--- config.mk ---
export PLATFORM = sky130hd
export DESIGN_NAME = rstline_ctrl
export DESIGN_NICKNAME = d
export VERILOG_FILES = /design/src/rtl/rlc_pkg.sv /design/src/rtl/rlc_regfile.sv /design/src/rtl/rlc_line_sync.sv /design/src/rtl/rlc_readback.sv /design/src/rtl/rstline_ctrl.sv
export SDC_FILE = /design/constraint.sdc
export NUM_CORES = 1
export LEC_CHECK = 0
export ABC_CLOCK_PERIOD_IN_PS = 1800
export BUFFER_PORTS_ARGS = -buffer_cell sky130_fd_sc_hd__buf_2
export CAP_MARGIN = 20
export CORE_MARGIN = 2
export CORE_UTILIZATION = 35
export DETAILED_ROUTE_END_ITERATION = 8
export GPL_TIMING_DRIVEN = 0
export PLACE_DENSITY = 0.53
export SETUP_SLACK_MARGIN = 0.05
export SLEW_MARGIN = 40
export SYNTH_ARGS = -nofsm -noshare
export SYNTH_HDL_FRONTEND = slang
export SYNTH_SLANG_ARGS = --single-unit
--- constraint.sdc ---
create_clock -name clk -period 1.8 [get_ports clk]
set_input_delay 0 -clock clk [delete_from_list [all_inputs] [get_ports clk]]
set_output_delay 0 -clock clk [all_outputs]
set_load 0.05 [all_outputs]
--- src/rtl/rlc_pkg.sv ---
package rlc_pkg;
  localparam int WORD_W  = 32;
  localparam int MAX_WORDS = 4;
  localparam int IDX_W   = 2;

  function automatic int words_for(input int n);
    return (n + WORD_W - 1) / WORD_W;
  endfunction

  typedef enum logic [1:0] {
    ACC_NONE   = 2'd0,
    ACC_REQ    = 2'd1,
    ACC_STATUS = 2'd2
  } acc_e;
endpackage

--- src/rtl/rlc_regfile.sv ---
module rlc_regfile
  import rlc_pkg::*;
#(
  parameter int N_LINES = 128,
  parameter int ADDR_W  = 8
) (
  input  logic               clk,
  input  logic               rst,
  input  logic [ADDR_W-1:0]  bus_addr,
  input  logic               bus_we,
  input  logic [WORD_W-1:0]  bus_wdata,
  output acc_e               acc_kind,
  output logic [IDX_W-1:0]   acc_idx,
  output logic [N_LINES-1:0] req_q
);
  localparam int NW = words_for(N_LINES);

  logic aligned, in_window, in_range, wr_req;

  always_comb begin
    aligned   = (bus_addr[1:0] == 2'b00);
    in_window = (bus_addr[ADDR_W-1:5] == '0);
    acc_idx   = bus_addr[3:2];
    in_range  = (int'(acc_idx) < NW);
    if (!aligned || !in_window || !in_range) acc_kind = ACC_NONE;
    else if (bus_addr[4])                    acc_kind = ACC_STATUS;
    else                                     acc_kind = ACC_REQ;
  end

  assign wr_req = bus_we && (acc_kind == ACC_REQ);

  for (genvar i = 0; i < N_LINES; i++) begin : g_line
    localparam int W = i / WORD_W;
    localparam int B = i % WORD_W;

    always_ff @(posedge clk) begin
      if (rst)                                req_q[i] <= 1'b1;
      else if (wr_req && acc_idx == IDX_W'(W)) req_q[i] <= bus_wdata[B];
    end


    line_load_chk: assert property (@(posedge clk) disable iff (rst)
      (wr_req && acc_idx == IDX_W'(W)) |=> (req_q[i] == $past(bus_wdata[B])));


    other_word_chk: assert property (@(posedge clk) disable iff (rst)
      (bus_we && acc_idx != IDX_W'(W)) |=> $stable(req_q[i]));
  end


  all_held_chk: assert property (@(posedge clk) rst |=> (&req_q));


  ignored_wr_chk: assert property (@(posedge clk) disable iff (rst)
    (bus_we && acc_kind != ACC_REQ) |=> $stable(req_q));
endmodule

--- src/rtl/rlc_line_sync.sv ---
module rlc_line_sync #(
  parameter int N_LINES = 128
) (
  input  logic               clk,
  input  logic               rst,
  input  logic [N_LINES-1:0] line_req,
  input  logic [N_LINES-1:0] dom_en,
  output logic [N_LINES-1:0] seen_q
);
  logic [N_LINES-1:0] meta_q;

  for (genvar i = 0; i < N_LINES; i++) begin : g_sync
    always_ff @(posedge clk) begin
      if (rst) begin
        meta_q[i] <= 1'b1;
        seen_q[i] <= 1'b1;
      end else if (dom_en[i]) begin
        meta_q[i] <= line_req[i];
        seen_q[i] <= meta_q[i];
      end
    end


    gated_hold_chk: assert property (@(posedge clk) disable iff (rst)
      !dom_en[i] |=> $stable(seen_q[i]));


    stage_adv_chk: assert property (@(posedge clk) disable iff (rst)
      dom_en[i] |=> (seen_q[i] == $past(meta_q[i])));
  end
endmodule

--- src/rtl/rlc_readback.sv ---
module rlc_readback
  import rlc_pkg::*;
#(
  parameter int N_LINES = 128,
  parameter logic [N_LINES-1:0] STAT_WHEN_HELD = '0
) (
  input  logic               clk,
  input  logic               rst,
  input  acc_e               acc_kind,
  input  logic [IDX_W-1:0]   acc_idx,
  input  logic [N_LINES-1:0] req_q,
  input  logic [N_LINES-1:0] seen_q,
  output logic [WORD_W-1:0]  rdata_q
);
  localparam int NW  = words_for(N_LINES);
  localparam int PAD = NW * WORD_W;

  logic [PAD-1:0]    req_pad, stat_pad;
  logic [WORD_W-1:0] rdata_d;

  always_comb begin
    req_pad  = '0;
    stat_pad = '0;
    req_pad[N_LINES-1:0]  = req_q;
    stat_pad[N_LINES-1:0] = STAT_WHEN_HELD ^ ~seen_q;
  end

  always_comb begin
    rdata_d = '0;
    for (int w = 0; w < NW; w++) begin
      if (acc_idx == IDX_W'(w)) begin
        if (acc_kind == ACC_REQ)    rdata_d = req_pad[w*WORD_W +: WORD_W];
        if (acc_kind == ACC_STATUS) rdata_d = stat_pad[w*WORD_W +: WORD_W];
      end
    end
  end

  always_ff @(posedge clk) begin
    if (rst) rdata_q <= '0;
    else     rdata_q <= rdata_d;
  end


  unmapped_zero_chk: assert property (@(posedge clk) disable iff (rst)
    (acc_kind == ACC_NONE) |=> (rdata_q == '0));


  for (genvar i = 0; i < N_LINES; i++) begin : g_pol
    status_pol_chk: assert property (@(posedge clk) disable iff (rst)
      (acc_kind == ACC_STATUS && acc_idx == IDX_W'(i / WORD_W)) |=>
        (rdata_q[i % WORD_W] == ($past(seen_q[i]) ? STAT_WHEN_HELD[i] : !STAT_WHEN_HELD[i])));
  end
endmodule

--- src/rtl/rstline_ctrl.sv ---
module rstline_ctrl
  import rlc_pkg::*;
#(
  parameter int N_LINES = 128,
  parameter int ADDR_W  = 8,
  parameter logic [N_LINES-1:0] STAT_WHEN_HELD = N_LINES'(7)
) (
  input  logic               clk,
  input  logic               rst,
  input  logic [ADDR_W-1:0]  bus_addr,
  input  logic               bus_we,
  input  logic [31:0]        bus_wdata,
  output logic [31:0]        bus_rdata,
  input  logic [N_LINES-1:0] dom_clk_en,
  output logic [N_LINES-1:0] line_rst
);
  acc_e               acc_kind;
  logic [IDX_W-1:0]   acc_idx;
  logic [N_LINES-1:0] req_q, seen_q;

  rlc_regfile #(.N_LINES(N_LINES), .ADDR_W(ADDR_W)) u_regs (
    .clk(clk), .rst(rst), .bus_addr(bus_addr), .bus_we(bus_we),
    .bus_wdata(bus_wdata), .acc_kind(acc_kind), .acc_idx(acc_idx), .req_q(req_q)
  );

  rlc_line_sync #(.N_LINES(N_LINES)) u_sync (
    .clk(clk), .rst(rst), .line_req(req_q), .dom_en(dom_clk_en), .seen_q(seen_q)
  );

  rlc_readback #(.N_LINES(N_LINES), .STAT_WHEN_HELD(STAT_WHEN_HELD)) u_rd (
    .clk(clk), .rst(rst), .acc_kind(acc_kind), .acc_idx(acc_idx),
    .req_q(req_q), .seen_q(seen_q), .rdata_q(bus_rdata)
  );

  assign line_rst = req_q;


  rd_reg_chk: assert property (@(posedge clk) disable iff (rst)
    (acc_kind == ACC_REQ && acc_idx == '0) |=> (bus_rdata[0] == $past(req_q[0])));
endmodule

==> results.yml, run 1 <==
cts:
  htree_levels: 2
  postCtsSetupBuffers: 0
  clock_sinks: 416
  clk_pin_slew_ps: 60
  cts_tree: "done"
  worstSkewPairLatency_ps: 580
  cts_buffer_depth: 3
  cts_root_buf: "clkbuf_16"
  cts_buffers: 47
timing:
  finalSetupViolCount: 0
  skew_ps: 9.81
  maxClockFrequency_ghz: 0.568
  drv_slew: 0
  maxSlewHeadroom_pct: 37.8
  finalCritPeriodShare_pct: 97.9
  post-route-min-period_ps: 1760
  worst_slew_pin_slew_ps: 933
  final_hold_viol_count: 0
  rsz0062_at_grt: "false"
  whs_ps: 45.5
  finalSetupTns_ps: 0
setup_path:
  cp_max_fo: 10
  cp.arrival_ps: 2240
  end_kind: "register"
  start_kind: "primary input"
  worstSetupPathType: "primary input to register"
  worstPathRequired_ps: 2270
die:
  dieWidth_um: 219
  io_pins: 331
  start_util_pct: 35.5
  placementRows: 78
  fp.dieH_um: 219
  fp.dieArea_mm2: 0.0479
  core-area_mm2: 0.0455
synth:
  syn-num-nets: 1780
  netlist_area_mm2: 0.0162
  ys_seq_area_share_pct: 51.5
  avgSynthCellArea_um2: 10.0
  ys_warn_count: 0
  ys_ff_latch: 416
  syn_inst: 1609
  ys_types: 41
power:
  power.density_mw_per_mm2: 944
  ir_drop_mv: 0.637
  p_total_mw: 20.7
  leakage_nw: 9.17
layout:
  final_cell_mix: "dfxtp_1, nand2_1, mux2i_1, buf_2, dlygate4sd3_1"
  syn2layout_area_growth_pct: 35.3
  final_common_cell: "dfxtp_1"
  layout.nets: 2325
  postLayoutCoreUtil_pct: 48.1
  drive_gt1_share_pct: 22.9
  fin_cells: 2788
detailed_routing:
  wl_per_cell_um: 24.9
  drt_first_pass_iters: 5
  num_vias: 14300
  wl_um: 69300
  drc: 0
  ant_nets: 0
  via_per_inst: 5.15
  first_iter_violations: 1149
global_route:
  grt_max_degree: 13
  grt_pass1_wl_um: 96400
  antenna_found_initial: 6
  grt_pass1_vias: 13900
  grt_usage_pct: 28.4
  grt_overflow: 0
placement:
  gp_congestion: 0.841
  dpl.hpwl_um: 47600
  dp_cells: 2541
  io_buffer_count: 330
min_path:
  min_path_type: "primary input to register"
run:
  cap_violations: 0
run_status:
  outcome: "complete, no violations"
state kept, by name (all words and copies together) (netlist names):
signal	count
u_rd.rdata_q	32
u_regs.req_q	128
u_sync.meta_q	128
u_sync.seen_q	128
synth_stat cells:
master	number	area, um^2
nor2_1	45	169
a222oi_1	2	20.0
nand2b_1	9	56.3
mux2i_1	364	3640
a2111oi_1	1	10.0
mux2_2	3	33.8
buf_2	6	30.0
nor3b_1	2	15.0
a221o_1	10	100
buf_1	3	11.3
nor2b_1	13	81.3
o31ai_1	1	7.51
or3_1	2	12.5
nand3_1	1	5.00
o21a_1	1	7.51
nand3b_1	2	15.0
nand2_1	408	1530
o221ai_1	2	17.5
buf_4	3	22.5
nor4_1	2	12.5
a22oi_1	4	30.0
nor4b_4	1	23.8
dfxtp_1	416	8330
nor4_4	1	21.3
a22o_1	4	35.0
clkinv_1	1	3.75
clkbuf_1	80	300
o211ai_1	42	315
o2bb2ai_1	2	17.5
a21oi_1	37	185
or4_4	1	11.3
inv_2	1	3.75
a31o_2	4	35.0
o21ai_0	25	125
o22ai_1	11	68.8
inv_1	29	109
a211oi_1	42	315
buf_6	9	101
a32oi_1	1	8.76
mux4_2	13	293
a31oi_1	5	31.3
cells by family (layout without fill, tap and decap cells):
| family | after synthesis | in the layout | share of synthesized area [%] |
|---|---|---|---|
| AO/OA/AOI/OAI | 194 | 194 | 8.23 |
| buffers and inverters | 132 | 707 | 3.60 |
| flip-flops | 416 | 416 | 51.5 |
| multiplexers | 380 | 380 | 24.6 |
| other | 0 | 4 | 0 |
| AND/OR/NAND/NOR | 487 | 487 | 12.1 |
where the power goes:
part / internal [mW] / total [mW] / switching [mW]
Sequential: 9.22 / 9.23 / 0.00831
Combinational: 0.680 / 1.70 / 1.02
Clock: 5.86 / 9.73 / 3.87
Total: 15.8 / 20.7 / 4.90
worst max-delay path, cell delays in order:
cell      delay [ps]
buf_2            130
clkbuf_2         420
clkbuf_2         560
clkbuf_1         630
o211ai_1         180
a31oi_1          290
area by class of cell:
cell class              instances  area (um^2)
multi-input cells            1061         7260
clock buffers                  70         1470
plain buffers                 101          536
diodes                          4         10.0
well taps                     600          751
fillers                      4357        23600
flip-flops and latches        416         8330
repair buffers                496         3320
clock inverters                 9         97.6
inverters                      31          116
path summary, 6_finish.rpt:
path	startpoint	endpoint	slack [ps]	cells past startpoint
hold / removal	bus_addr[7]	u_regs.req_q[1]	50	6
setup / recovery	bus_addr[4]	u_rd.rdata_q[29]	40	6
setup reg to reg	u_sync.seen_q[55]	u_rd.rdata_q[23]	530	4
hold reg to reg	u_sync.meta_q[123]	u_sync.meta_q[123]	470	2
metrics by stage:
step                instance area (um^2)  setup WS (ps)
floorplan                          16200           86.1
detailed placement                 18600          -1180
global placement                   18600          -1320
global route                       21900           54.2
CTS                                21800           62.9
finish                             21900           37.9
metal layers:
metal	global-route usage [%]	vias up	routed length, um
met5	0	-	13
met4	10.3	2	2280
met3	4.37	120	4520
met2	46.6	582	32100
met1	37.9	6974	30400
li1	-	6667	-
timing repair:
item / 4_1_cts / 5_1_grt
pin swaps: 0 / 0
endpoints found under the setup margin: 23 / 4
resized for setup: 4 / 3
hold buffers: 163 / 0
hold endpoints to repair: 385 / 0
No activity file was read; power rests on OpenSTA's default activity.
==> run 2: changes to the inputs <==
ABC_CLOCK_PERIOD_IN_PS = 1900   (was 1800)
CORE_ASPECT_RATIO = 1.5   (was not set)
PLACE_DENSITY = 0.51   (was 0.53)
clock period = 1.9 ns   (was 1.8 ns; I/O delays follow)
==> results.yml, run 2 (synthesis gave the netlist of run 1 again) <==
timing:
  worst_slew_pin_slew_ps: 902
  finalCritPeriodShare_pct: 95.8
  finalSetupViolCount: 0
  drv_slew: 0
  final_hold_viol_count: 0
  maxSlewHeadroom_pct: 39.9
  maxClockFrequency_ghz: 0.549
  rsz0062_at_grt: "true"
  skew_ps: 15.9
  post-route-min-period_ps: 1820
  finalSetupTns_ps: 0
detailed_routing:
  wl_per_cell_um: 23.9
  drt_first_pass_iters: 6
  num_vias: 14200
  first_iter_violations: 830
  via_per_inst: 5.13
  ant_nets: 0
  drc: 0
  wl_um: 66400
power:
  ir_drop_mv: 0.638
  leakage_nw: 9.08
  power.density_mw_per_mm2: 872
global_route:
  grt_max_degree: 14
  grt_usage_pct: 26.8
  grt_overflow: 0
  grt_pass1_wl_um: 93900
  grt_pass1_vias: 14000
  antenna_found_initial: 3
cts:
  cts_tree: "done"
  htree_levels: 2
  postCtsSetupBuffers: 0
  cts_buffer_depth: 3
  worstSkewPairLatency_ps: 550
  cts_root_buf: "clkbuf_16"
  clk_pin_slew_ps: 60
  cts_buffers: 43
  clock_sinks: 416
setup_path:
  crit_path_end: "u_regs.req_q[127]"
  r2r-end: "u_rd.rdata_q[4]"
  ff2ff_setup_slack_ps: 460
  r2r_start: "u_regs.req_q[100]"
  end_kind: "register"
  worstSetupPathType: "primary input to register"
  start_kind: "primary input"
  cp_max_fo: 10
  worstPathRequired_ps: 2360
  rr_worst_depth: 3
  cp.arrival_ps: 2280
  startpoint: "bus_addr[2]"
placement:
  place_area_mm2: 0.0186
  dp_cells: 2529
  dpl.hpwl_um: 47200
  gp_congestion: 0.838
  io_buffer_count: 330
die:
  placementRows: 96
  core-area_mm2: 0.0456
  dieWidth_um: 179
  io_pins: 331
  fp.dieH_um: 267
  fp.dieArea_mm2: 0.0480
  start_util_pct: 35.4
layout:
  final_common_cell: "dfxtp_1"
  drive_gt1_share_pct: 22.2
  final_area_mm2: 0.0217
  fin_cells: 2771
  top_regs: "u_regs.req_q x128, u_sync.meta_q x128, u_sync.seen_q x128"
  postLayoutCoreUtil_pct: 47.6
  syn2layout_area_growth_pct: 34.3
  layout.nets: 2322
  final_cell_mix: "dfxtp_1, nand2_1, mux2i_1, buf_2, dlygate4sd3_1"
  num-fill-cells: 4371
run_status:
  outcome: "complete, no violations"
min_path:
  min_path_type: "primary input to register"
run:
  cap_violations: 0
-- run 2: worst min path at each step --
stage,startpoint,end,slack (ps),depth (start not counted)
after floorplan,bus_wdata[0],u_regs.req_q[0],130,2
after global placement,dom_clk_en[33],u_sync.seen_q[33],260,3
after detailed placement,dom_clk_en[94],u_sync.seen_q[94],260,3
after CTS,rst,u_rd.rdata_q[3],9,4
after global routing,rst,u_rd.rdata_q[23],60,4
final,rst,u_rd.rdata_q[3],30,4
-- run 2: layout make-up --
| type | count | area (um^2) | area share, % |
|---|---|---|---|
| multi-input combinational | 1061 | 7260 | 33.4 |
| buffer | 101 | 519 | 2.39 |
| antenna | 1 | 2.50 | 0.0115 |
| sequential | 416 | 8330 | 38.4 |
| clock buffer | 65 | 1320 | 6.07 |
| timing repair buffer | 497 | 3320 | 15.3 |
| tap | 588 | 736 | 3.39 |
| inverter | 31 | 116 | 0.536 |
| clock inverter | 11 | 118 | 0.542 |
-- run 2: repair_timing --
action,CTS,global route
hold buffers,165,0
cloned,0,0
hold endpoints to repair,386,0
resized for setup,7,5
setup endpoints to repair,26,5
-- run 2: critical path, stage by stage --
cell           delay (ps)
buf_2                 120
dlygate4sd3_1         600
nand2_1               170
nor4_1                290
buf_2                 360
buf_2                 500
nand2_1               110
o211ai_1              110
-- run 2: stage by stage --
step                power [mW]  hold WS, ps  worst slack, ps
finish                    18.9         34.2             80.0
global route              19.5         58.3             46.1
global placement          10.2          257            -1060
floorplan                 9.47          128              186
detailed placement        10.2          262             -952
CTS                       19.1         9.42              141
-- run 2: layer usage --
layer	wire [um]	global-route usage [%]	up-vias
li1	-	-	6645
met1	26200	30.9	6909
met2	33800	49.0	539
met3	3700	4.23	124
met4	2720	11.5	4
met5	33	0	-
-- run 2: power breakdown --
part           switching (mW)  internal [mW]
clock                    3.57           5.06
sequential            0.00770           8.73
combinational           0.925          0.640
